[src/rtl/ckd_pkg.sv]
package ckd_pkg;

    // Per-channel divider states
    typedef enum logic [1:0] {
        ST_IDLE  = 2'd0,   // stopped or just reset: loads the ratio
        ST_PASS  = 2'd1,   // unit ratio: every source enable fires
        ST_COUNT = 2'd2    // counting source enables to terminal
    } chan_state_e;

endpackage

[src/rtl/ckd_regs.sv]
module ckd_regs #(
    parameter int N_CORE = 2,
    parameter int N_PERI = 3,
    parameter int CORE_W = 4,
    parameter int PERI_W = 8,
    parameter int ADDR_W = 3,
    parameter int DATA_W = 8
) (
    input  logic                           clk,
    input  logic                           rst_n,
    input  logic                           wr_en,
    input  logic [ADDR_W-1:0]              wr_addr,
    input  logic [DATA_W-1:0]              wr_data,
    input  logic [ADDR_W-1:0]              rd_addr,
    output logic [DATA_W-1:0]              rd_data,
    output logic [N_CORE-1:0][CORE_W-1:0]  core_pre_o,
    output logic [N_PERI-1:0][PERI_W-1:0]  peri_pre_o,
    output logic [N_PERI-1:0]              stop_o,
    output logic [N_PERI-1:0]              sel_o
);

    localparam int PERI_BASE = N_CORE;
    localparam int STOP_ADDR = N_CORE + N_PERI;
    localparam int SEL_ADDR  = STOP_ADDR + 1;

    logic [N_CORE-1:0][CORE_W-1:0] core_q;
    logic [N_PERI-1:0][PERI_W-1:0] peri_q;
    logic [N_PERI-1:0]             stop_q;
    logic [N_PERI-1:0]             sel_q;

    always_ff @(posedge clk) begin
        if (!rst_n) begin
            core_q <= '0;
            peri_q <= '0;
            stop_q <= '0;
            sel_q  <= '0;
        end else if (wr_en) begin
            for (int i = 0; i < N_CORE; i++) begin
                if (wr_addr == ADDR_W'(i))
                    core_q[i] <= wr_data[CORE_W-1:0];
            end
            for (int j = 0; j < N_PERI; j++) begin
                if (wr_addr == ADDR_W'(PERI_BASE + j))
                    peri_q[j] <= wr_data[PERI_W-1:0];
            end
            if (wr_addr == ADDR_W'(STOP_ADDR))
                stop_q <= wr_data[N_PERI-1:0];
            if (wr_addr == ADDR_W'(SEL_ADDR))
                sel_q <= wr_data[N_PERI-1:0];
        end
    end

    // Read mux: unmapped addresses return zero
    always_comb begin
        rd_data = '0;
        for (int i = 0; i < N_CORE; i++) begin
            if (rd_addr == ADDR_W'(i))
                rd_data = DATA_W'(core_q[i]);
        end
        for (int j = 0; j < N_PERI; j++) begin
            if (rd_addr == ADDR_W'(PERI_BASE + j))
                rd_data = DATA_W'(peri_q[j]);
        end
        if (rd_addr == ADDR_W'(STOP_ADDR))
            rd_data = DATA_W'(stop_q);
        if (rd_addr == ADDR_W'(SEL_ADDR))
            rd_data = DATA_W'(sel_q);
    end

    assign core_pre_o = core_q;
    assign peri_pre_o = peri_q;
    assign stop_o     = stop_q;
    assign sel_o      = sel_q;

    AST_STOP_WRITE_LANDS: assert property (@(posedge clk) disable iff (!rst_n)
        (wr_en && wr_addr == ADDR_W'(STOP_ADDR)) |=> (stop_o == $past(wr_data[N_PERI-1:0])));

    AST_SEL_WRITE_LANDS: assert property (@(posedge clk) disable iff (!rst_n)
        (wr_en && wr_addr == ADDR_W'(SEL_ADDR)) |=> (sel_o == $past(wr_data[N_PERI-1:0])));

    AST_IDLE_BUS_HOLDS: assert property (@(posedge clk) disable iff (!rst_n)
        !wr_en |=> $stable(stop_o) && $stable(sel_o));

endmodule

[src/rtl/ckd_srcsel.sv]
module ckd_srcsel #(
    parameter int                N_PERI  = 3,
    parameter logic [N_PERI-1:0] SEL_INV = 3'b100
) (
    input  logic              osc_tick,
    input  logic              bus_tick,
    input  logic [N_PERI-1:0] sel_i,
    output logic [N_PERI-1:0] tick_o
);

    for (genvar g = 0; g < N_PERI; g++) begin : g_pick
        if (SEL_INV[g]) begin : g_inv
            // inverted sense: 0 -> bus, 1 -> oscillator
            assign tick_o[g] = sel_i[g] ? osc_tick : bus_tick;
        end else begin : g_norm
            // normal sense: 0 -> oscillator, 1 -> bus
            assign tick_o[g] = sel_i[g] ? bus_tick : osc_tick;
        end
    end

    always_comb begin
        if (!osc_tick && !bus_tick)
            AST_NO_PHANTOM_TICK: assert (tick_o == '0);
    end

endmodule

[src/rtl/ckd_chan.sv]
module ckd_chan
    import ckd_pkg::*;
#(
    parameter int RATIO_W = 16
) (
    input  logic               clk,
    input  logic               rst_n,
    input  logic               tick_i,    // source enable
    input  logic               halt_i,    // 1 = channel stopped
    input  logic [RATIO_W-1:0] ratio_i,   // programmed divide ratio
    output logic               strobe_o
);

    chan_state_e        state_q, state_d;
    logic [RATIO_W-1:0] cnt_q, cnt_d;
    logic [RATIO_W-1:0] act_q, act_d;   // ratio in force for this period
    logic               fire;
    logic               unit_ratio;
    logic               strobe_q;

    assign unit_ratio = (ratio_i <= RATIO_W'(1));

    // State register
    always_ff @(posedge clk) begin
        if (!rst_n) begin
            state_q <= ST_IDLE;
            cnt_q   <= '0;
            act_q   <= '0;
        end else begin
            state_q <= state_d;
            cnt_q   <= cnt_d;
            act_q   <= act_d;
        end
    end

    // Next state: start, reload, halt
    always_comb begin
        state_d = state_q;
        cnt_d   = cnt_q;
        act_d   = act_q;
        fire    = 1'b0;
        if (halt_i) begin
            state_d = ST_IDLE;
            cnt_d   = '0;
        end else begin
            unique case (state_q)
                ST_IDLE: begin
                    act_d   = ratio_i;
                    cnt_d   = '0;
                    state_d = unit_ratio ? ST_PASS : ST_COUNT;
                end
                ST_PASS: begin
                    if (tick_i) begin
                        fire    = 1'b1;
                        act_d   = ratio_i;
                        cnt_d   = '0;
                        state_d = unit_ratio ? ST_PASS : ST_COUNT;
                    end
                end
                ST_COUNT: begin
                    if (tick_i) begin
                        if (cnt_q == act_q - RATIO_W'(1)) begin
                            fire    = 1'b1;
                            act_d   = ratio_i;
                            cnt_d   = '0;
                            state_d = unit_ratio ? ST_PASS : ST_COUNT;
                        end else begin
                            cnt_d = cnt_q + RATIO_W'(1);
                        end
                    end
                end
                default: begin
                    state_d = ST_IDLE;
                    cnt_d   = '0;
                end
            endcase
        end
    end

    // Output register
    always_ff @(posedge clk) begin
        if (!rst_n)
            strobe_q <= 1'b0;
        else
            strobe_q <= fire;
    end

    assign strobe_o = strobe_q;

    AST_CNT_BELOW_RATIO: assert property (@(posedge clk) disable iff (!rst_n)
        (state_q == ST_COUNT) |-> (cnt_q < act_q));

    AST_PASS_AT_UNIT: assert property (@(posedge clk) disable iff (!rst_n)
        (state_q == ST_PASS) |-> (act_q <= RATIO_W'(1)));

    AST_TICK_NEEDED: assert property (@(posedge clk) disable iff (!rst_n)
        !tick_i |=> !strobe_o);

    AST_HALT_QUIET: assert property (@(posedge clk) disable iff (!rst_n)
        halt_i |=> !strobe_o);

    AST_IDLE_SILENT: assert property (@(posedge clk) disable iff (!rst_n)
        (state_q == ST_IDLE) |=> !strobe_o);

    AST_RATIO_HELD: assert property (@(posedge clk) disable iff (!rst_n)
        (state_q == ST_COUNT && !tick_i && !halt_i) |=> $stable(act_q));

endmodule

[src/rtl/ckd_top.sv]
module ckd_top #(
    parameter int                N_CORE  = 2,
    parameter int                N_PERI  = 3,
    parameter int                CORE_W  = 4,
    parameter int                PERI_W  = 8,
    parameter int                ADDR_W  = 3,
    parameter int                DATA_W  = 8,
    parameter logic [N_PERI-1:0] SEL_INV = 3'b100
) (
    input  logic              clk,
    input  logic              rst_n,
    input  logic              wr_en,
    input  logic [ADDR_W-1:0] wr_addr,
    input  logic [DATA_W-1:0] wr_data,
    input  logic [ADDR_W-1:0] rd_addr,
    output logic [DATA_W-1:0] rd_data,
    input  logic              osc_tick,
    input  logic              bus_tick,
    output logic [N_CORE-1:0] core_stb,
    output logic [N_PERI-1:0] peri_stb
);

    localparam int CORE_RW = (1 << CORE_W);
    localparam int PERI_RW = PERI_W + 1;
    localparam int RATIO_W = (CORE_RW > PERI_RW) ? CORE_RW : PERI_RW;

    logic [N_CORE-1:0][CORE_W-1:0] core_pre;
    logic [N_PERI-1:0][PERI_W-1:0] peri_pre;
    logic [N_PERI-1:0]             stop;
    logic [N_PERI-1:0]             sel;
    logic [N_PERI-1:0]             peri_tick;

    ckd_regs #(
        .N_CORE (N_CORE),
        .N_PERI (N_PERI),
        .CORE_W (CORE_W),
        .PERI_W (PERI_W),
        .ADDR_W (ADDR_W),
        .DATA_W (DATA_W)
    ) u_regs (
        .clk        (clk),
        .rst_n      (rst_n),
        .wr_en      (wr_en),
        .wr_addr    (wr_addr),
        .wr_data    (wr_data),
        .rd_addr    (rd_addr),
        .rd_data    (rd_data),
        .core_pre_o (core_pre),
        .peri_pre_o (peri_pre),
        .stop_o     (stop),
        .sel_o      (sel)
    );

    ckd_srcsel #(
        .N_PERI  (N_PERI),
        .SEL_INV (SEL_INV)
    ) u_srcsel (
        .osc_tick (osc_tick),
        .bus_tick (bus_tick),
        .sel_i    (sel),
        .tick_o   (peri_tick)
    );

    // Core channels: count system cycles, ratio 2^N, never stopped
    for (genvar c = 0; c < N_CORE; c++) begin : g_core
        logic [RATIO_W-1:0] ratio;
        assign ratio = RATIO_W'(1) << core_pre[c];

        ckd_chan #(.RATIO_W(RATIO_W)) u_chan (
            .clk      (clk),
            .rst_n    (rst_n),
            .tick_i   (1'b1),
            .halt_i   (1'b0),
            .ratio_i  (ratio),
            .strobe_o (core_stb[c])
        );
    end

    // Peripheral channels: count selected enables, ratio 2V (V=0 -> 1)
    for (genvar p = 0; p < N_PERI; p++) begin : g_peri
        logic [RATIO_W-1:0] ratio;
        assign ratio = (peri_pre[p] == '0) ? RATIO_W'(1)
                                           : RATIO_W'({peri_pre[p], 1'b0});

        ckd_chan #(.RATIO_W(RATIO_W)) u_chan (
            .clk      (clk),
            .rst_n    (rst_n),
            .tick_i   (peri_tick[p]),
            .halt_i   (stop[p]),
            .ratio_i  (ratio),
            .strobe_o (peri_stb[p])
        );
    end

    AST_CORE_UNIT_AFTER_RESET: assert property (@(posedge clk) disable iff (!rst_n)
        $rose(rst_n) |-> (core_stb == '0));

    AST_STOPPED_PERI_QUIET: assert property (@(posedge clk) disable iff (!rst_n)
        $past(stop[0]) && stop[0] |-> !peri_stb[0]);

endmodule

[config.mk]
export PLATFORM = sky130hd
export DESIGN_NAME = ckd_top
export DESIGN_NICKNAME = d
export VERILOG_FILES = /design/src/rtl/ckd_pkg.sv /design/src/rtl/ckd_regs.sv /design/src/rtl/ckd_srcsel.sv /design/src/rtl/ckd_chan.sv /design/src/rtl/ckd_top.sv
export SDC_FILE = /design/constraint.sdc
export NUM_CORES = 1
export LEC_CHECK = 0
export ABC_AREA = 1
export BUFFER_PORTS_ARGS = -buffer_cell sky130_fd_sc_hd__clkbuf_2
export CORE_MARGIN = 4
export CORE_UTILIZATION = 63
export CTS_CLUSTER_SIZE = 8
export DETAILED_ROUTE_END_ITERATION = 8
export PLACE_DENSITY = 0.8
export SLEW_MARGIN = 5
export SYNTH_ARGS = -nofsm -noshare
export SYNTH_HDL_FRONTEND = slang
export SYNTH_SLANG_ARGS = --single-unit
[constraint.sdc]
create_clock -name clk -period 2.7 [get_ports clk]
set_input_delay 0.54 -clock clk [delete_from_list [all_inputs] [get_ports clk]]
set_output_delay 0.54 -clock clk [all_outputs]
set_load 0.03 [all_outputs]
==> out/results.md, run 1 <==
* 1793 — synthesized netlist net count
* 0 — Final Hold Fails
* 0.0122 ns — worst clock skew
* 192 — post-synthesis register bit count
* 0 — count of final max-slew check failures
* 0 — Congestion Overflow GR
* 17400 um2 — CORE AREA
* nand2_1, nor2_1, inv_1, dfxtp_1, nand3_1 — most frequent cells in the layout
* 1749 — Post-Syn Instances
* 12200 um2 — post-route cell area
* 0.383 — net switching fraction of the power
* 5.32 — post-DR vias/cell
* 12.7 um — wire length per cell
* wr_data[5] — worst hold start
* 8.01% — layout-stage area growth over the synthesis result
* 0.07 ns — Worst-path clk slew
* 43.7 mm — wire length of the first global-routing pass
* 0 — max-cap check violation count
* 11600 um2 — post-detailed-placement cell area
* 0.284 — power share of the clock group
* 0.640 — Slew HR
* 31 — count of input and output buffers
* 0.700 — core utilization of the finished layout
* 0 — Post-synth EDFFs
* 92 — pin count of the biggest net entering global routing
* 17 — TritonCTS buffer count
* 2.60 ns — Final Critical Period
* 25.5 mm — total wire length after detailed routing
* 0.648 — starting density of the core
* 0.385 GHz — achievable frequency
* 0.259 — overall global routing resource usage
* 0 — number of buffers added to fix hold violations after cts
* 0.969 — Final GP Congestion
* finished, final reports clean — status
* 713 nW/um2 — Cell Pwr Density
* register — startpoint class of the critical path
* 32 — Boundary Pins
* 1 — antenna violations before repair
* 0 ns — sum of negative setup slack
* 0 — setup-violating endpoint count in the final report
* 0.963 — ratio of final minimum period to clock period
* 3.33 mW — switching power total
* 1812 — nets@finish
* 0 — diode insertion count for antenna repair
* 899 — initial drt markers
* 48 — number of rows created at floorplan
* g_peri[2].u_chan.act_q[0]$_SDFFE_PN0P_ — source of the worst register-to-register timing path
* 192 — clk sinks
* 0 — share of flip-flops with an asynchronous set or reset after synthesis
* 2 — buffer levels on the longest clock path
* 0.338 — combinational fraction of design power
* 0.340 — sequential cell area fraction in the yosys report
* 2.06 ns — Arr. time, crit path
* 9652 — vias in the first global route
* nand2_1 — most common cell after layout, fill and taps aside
* 0.379 — sequential share of power
* 10 — Crit Path Max Fanout
* 0.537 ns — actual transition at the worst max-transition pin
* reg2out — critical path class
* 2.16 ns — data required time of the worst path
* 0 — antenna viol nets, final
* 142 um — die span in x
* 142 um — Die Height
* 11300 um2 — area of the mapped netlist
* 0 — drt drc
* 20100 um2 — die area
* u_regs.core_pre_o[7]$_SDFFE_PN0P_ — launching instance or port of the critical path
* built — CTS tree
* 5 — First-pass DRT Iterations
* 48 — Distinct cells, synth
* primary output — type of element capturing the critical path
* 5.50 nW — leakage power
* 10674 — via count
* clkbuf_16 — Clock Root Buffer
* 18.7 mm — post-detailed-placement half-perimeter wirelength
* 0.45 ns — latest clock arrival within the worst-skew pair
* 4 — Clock H-tree levels
* 0.0713 — fraction of final layout cells with drive strength greater than 1
* 0 — count of warnings emitted by yosys
* in2reg — HP Class
* dfxtp_1 — prevailing post-synth register cell
* 710 uV — IR drop worst, VDD
* 0.396 ns — final hold slack
* 5.36 mW — internal power
* 6.46 um2 — mean instance size in the synthesized netlist
==> cells by family (layout without fill, tap and decap cells) <==
kind of cell,count (synthesis),count (layout),share of synthesized area
buffers and inverters,292,324,0.103
AND/OR/NAND/NOR,996,996,0.389
flip-flops,192,192,0.340
adder cells (fa/ha/maj),25,25,0.0277
AO/OA/AOI/OAI,167,167,0.0803
XOR/XNOR,77,77,0.0597
==> critical path, stage by stage, from the launching register on <==
cell and delay [ns]:
dfxtp_1 0.52, clkinvlp_4 0.30, o22ai_1 0.29, nor3_1 0.10, a21oi_1 0.18, clkbuf_2 0.24
==> sequential cells by signal (all words and copies together) (netlist names) <==
signal and count:
g_core.u_chan.cnt_q 32, g_core.u_chan.state_q 4, g_core.u_chan.act_q 32, u_regs.peri_pre_o 24, g_peri.u_chan.strobe_o 3, u_regs.sel_o 3, g_peri.u_chan.act_q 27, g_peri.u_chan.state_q 6
g_core.u_chan.strobe_o 2, u_regs.stop_o 3, g_peri.u_chan.cnt_q 48, u_regs.core_pre_o 8
==> cell type report <==
class                           instances  area (um2)
Sequential cell                       192        3840
Clock inverter                         13         120
Fill cell                            1522        5220
Clock buffer                           19         453
Multi-Input combinational cell       1265        6290
Tap cell                              225         282
Inverter                              249         946
Timing Repair Buffer                   43         258
==> synthesized netlist by cell type (3+ instances only) <==
master	n	area (um2)
nand2_1	390	1460
nand2_2	15	93.8
inv_1	238	893
o221ai_1	4	35.0
or2_2	3	18.8
buf_4	9	67.6
nand4_1	50	313
clkbuf_1	21	78.8
o22ai_1	4	25.0
a31oi_1	4	25.0
nor3_1	51	255
nand3_2	5	50.1
ha_1	25	313
nor3b_1	7	52.6
nor2_4	5	56.3
xnor2_1	27	236
xor2_1	50	438
nand3_1	107	536
nor4_1	16	100
inv_2	3	11.3
nor2_1	310	1160
nand2_4	3	33.8
nor2_2	8	50.1
dfxtp_1	192	3840
buf_1	4	15.0
nand3b_1	16	120
clkinv_1	8	30.0
a21oi_1	77	385
buf_6	3	33.8
buf_2	5	25.0
o2111ai_1	3	26.3
o21ai_0	65	325
==> through the flow <==
| step | power (mW) | setup slack (ns) | cells |
|---|---|---|---|
| detailed placement | 6.22 | 0.236 | 1972 |
| CTS | 8.70 | 0.0872 | 2004 |
| floorplan | 5.66 | 0.360 | 1749 |
| global route | 9.38 | -0.00982 | 2006 |
| global placement | 6.15 | 0.289 | 1972 |
| finish | 8.70 | 0.0993 | 2006 |
==> timing repair <==
item	CTS	global route
endpoints found under the setup margin	0	14
buffers inserted	0	2
gates resized for setup	0	5
endpoints found under the hold margin	0	0
==> power groups by stage <==
stage                     clock network, mW  logic, mW  registers, mW
after floorplan                           0       2.39           3.27
after global placement                    0       2.81           3.35
after detailed placement                  0       2.87           3.35
after CTS                              2.50       2.91           3.29
after global routing                   2.64       3.41           3.32
final                                  2.47       2.94           3.29
==> layer usage <==
metal,vias up,part of all wire,global-route usage
met5,-,0.00078,0
met4,2,0.011,0.0591
met3,30,0.055,0.0546
met2,278,0.47,0.426
met1,4768,0.47,0.350
li1,5596,-,-
==> worst paths after layout <==
path	slack, ns	to	cells after the start
setup / recovery	0.1	rd_data[3]	5
hold / removal	0.40	u_regs.peri_pre_o[13]$_SDFFE_PN0P_	3
setup reg to reg	0.27	g_peri[2].u_chan.act_q[1]$_SDFFE_PN0P_	15
hold reg to reg	0.48	g_core[0].u_chan.cnt_q[0]$_SDFF_PP0_	1
Power figures use the tool's default switching activity.
==> run 2: changes to the inputs <==
CORE_UTILIZATION = 64   (was 63)
PLACE_DENSITY = 0.81   (was 0.8)
SYNTH_HIERARCHICAL = 1   (was not set)
==> run 2 against run 1 <==
Compared with the run above:
- global-route usage grew 0.35 points
- wire length grew 34%
- first-iteration DRC count grew 43%
- clock power grew 35%
- clock-buffer cell count grew 14
- utilization grew 0.85 points
- highest routed layer is now met4
- worst hold slack lost 0.096 ns
- synthesized cell count grew 39%
==> out/results.md, run 2 <==
* 0.0510 — parity-gate share of the synthesized area counting xor and xnor cells
* 0.556 — Slew HR
* 5.16 — post-DR vias/cell
* dfxtp_1 — prevailing post-synth register cell
* 0.0106 ns — worst clock skew
* 213 — post-synthesis register bit count
* 0.0214 — Post-Synth Adder-Cell Area
* input pin — startpoint class of the critical path
* 0.292 — post-synth top area share
* nand2_1, nor2_1, inv_1 — most common library cells after synthesis
* 7 — Crit Path Max Fanout
* 7.60 nW — leakage power
* 0 — number of buffers added to fix hold violations after cts
* finished, final reports clean — status
* 15700 um2 — post-route cell area
* 31 — count of input and output buffers
* 2.40 ns — Final Critical Period
* g_core[1].u_chan/act_q[0]$_SDFFE_PN0P_ — source of the worst register-to-register timing path
* 34.1 mm — total wire length after detailed routing
* 0 ns — sum of negative setup slack
* g_peri.u_chan/act_q x48, g_peri.u_chan/cnt_q x48 — largest registers
* primary output — type of element capturing the critical path
* 0.292 — sequential cell area fraction in the yosys report
* 70 — pin count of the biggest net entering global routing
* 2713 — placed cells
* 0 — total of cells resized after clock tree synthesis
* 0.662 ns — actual transition at the worst max-transition pin
* 921 nW/um2 — Cell Pwr Density
* 1285 — initial drt markers
* 0 — Congestion Overflow GR
* g_core[1].u_chan/act_q[4]$_SDFFE_PN0P_ — capturing point of the worst reg2reg path
* 0.890 — ratio of final minimum period to clock period
* 0 — drt drc
* 22200 um2 — CORE AREA
* 0 — antenna viol nets, final
* 30 — TritonCTS buffer count
* nand2_1 — most used standard cell by instance count after synthesis
* 0.933 — Final GP Congestion
* 34 — Distinct cells, synth
* dfxtp_1, nand2_1, nor2_1, inv_1, nand4_1 — top cells by area, synth
* 13132 — vias in the first global route
* 6 — count of warnings emitted by yosys
* 159 um — Die Height
* 54 — number of rows created at floorplan
* 2746 — non-filler cells, final
* 0.0779 — fraction of final layout cells with drive strength greater than 1
* 0 — count of final max-slew check failures
* nand2_1, nor2_1, inv_1, dfxtp_1, nand4_1 — most frequent cells in the layout
* 2509 — nets@finish
* 0.32 ns — Worst R2R Setup Slack
* 4260 um2 — Sequential cell area
* 7.59% — layout-stage area growth over the synthesis result
* 6 — First-pass DRT Iterations
* 3 — buffer levels on the longest clock path
* nand2_1 — most common cell after layout, fill and taps aside
* no — setup repair after global routing missed its margin
* 2.16 ns — data required time of the worst path
* in2reg — HP Class
* 0.262 — overall global routing resource usage
* 0.54 ns — latest clock arrival within the worst-skew pair
* 58.9 mm — wire length of the first global-routing pass
* 0 — Final Hold Fails
* 0 — number of buffers inserted by post-CTS setup repair
* 6.03 um2 — mean instance size in the synthesized netlist
* built — CTS tree
* 0 — diode insertion count for antenna repair
* 1946 — filler cell count
* 1 — Clock H-tree levels
* 14169 — via count
* 159 um — die span in x
* clkbuf_16 — Clock Root Buffer
* 14900 um2 — post-detailed-placement cell area
* dfxtp_1 — cell type with the largest total area after synthesis
* 0.05 ns — Worst-path clk slew
* 3 — Hold Crit Depth
* wr_data[4] — worst hold start
* 0 — Post-synth EDFFs
* 0.435 — area share of and/or/nand/nor cells after synthesis
* in2out — critical path class
* 16 — cell count of the worst reg-to-reg path
* 14.5 mW — Total Power
* rd_addr[1] — launching instance or port of the critical path
* 8310 um2 — combined area of the multi-input logic cells
* 0 — fraction of synthesized area in multiplexers
* u_regs/peri_pre_o[4]$_SDFFE_PN0P_ — Worst Hold Endpoint
* 803 uV — IR drop worst, VDD
* 0.659 — starting density of the core
* 0 — setup-violating endpoint count in the final report
* 25.4 mm — post-detailed-placement half-perimeter wirelength
* 0 — max-cap check violation count
* 0.0489 — Synth Area in Compound Gates
* 0.416 GHz — achievable frequency
* 32 — Boundary Pins
* 1.86 ns — Arr. time, crit path
* 0 — antenna violations before repair
* 14600 um2 — area of the mapped netlist
* 25300 um2 — die area
* 12.4 um — wire length per cell
* 2423 — Post-Syn Instances
* simple AND/OR/NAND/NOR gates — combinational family with the most area after synthesis
* 0 — share of flip-flops with an asynchronous set or reset after synthesis
* 213 — clk sinks
==> run 2: metal layers <==
layer	up-vias	GRT usage	wire (um)
li1	7433	-	-
met1	6359	0.352	15700
met2	333	0.455	16000
met3	44	0.0277	1660
met4	0	0.0627	727
met5	-	0	0
==> run 2: worst max path at each step <==
| stage | to | depth (start not counted) |
|---|---|---|
| after floorplan | rd_data[3] | 5 |
| after global placement | rd_data[3] | 7 |
| after detailed placement | rd_data[3] | 7 |
| after CTS | g_peri[2].u_chan/act_q[9]$_SDFFE_PN0P_ | 18 |
| after global routing | g_peri[2].u_chan/act_q[5]$_SDFFE_PN0P_ | 16 |
| final | rd_data[0] | 6 |
==> run 2: final cells by class <==
type,count,share of cell area
Timing Repair Buffer,45,0.0175
Inverter,458,0.109
Clock buffer,33,0.0505
Tap cell,280,0.0223
Sequential cell,213,0.271
Multi-Input combinational cell,1717,0.529
==> run 2: stage by stage <==
stage,utilization,setup WS [ns],hold WS (ns)
detailed placement,0.673,0.367,0.495
global route,0.709,0.0398,0.319
finish,0.709,0.296,0.300
CTS,0.709,0.329,0.283
global placement,0.673,0.407,0.480
floorplan,-,0.616,0.455
==> run 2: cell families after synthesis <==
group	count (synthesis)
AND/OR/NAND/NOR	1431
buffers and inverters	541
flip-flops	213
AO/OA/AOI/OAI	126
XOR/XNOR	85
adder cells (fa/ha/maj)	25
other	2
==> run 2: worst max-delay path, stage by stage <==
cell      delay, ns
clkbuf_2       0.17
inv_2          0.10
nor3_1         0.56
nand2_1        0.12
nand4_1        0.14
clkbuf_2       0.22
==> run 2: power breakdown <==
group | internal [mW] | switching, mW | leakage (nW)
Combinational | 2.37 | 4.47 | 5.47
Sequential | 3.67 | 0.629 | 1.74
Clock | 2.02 | 1.32 | 0.390
Total | 8.06 | 6.41 | 7.60
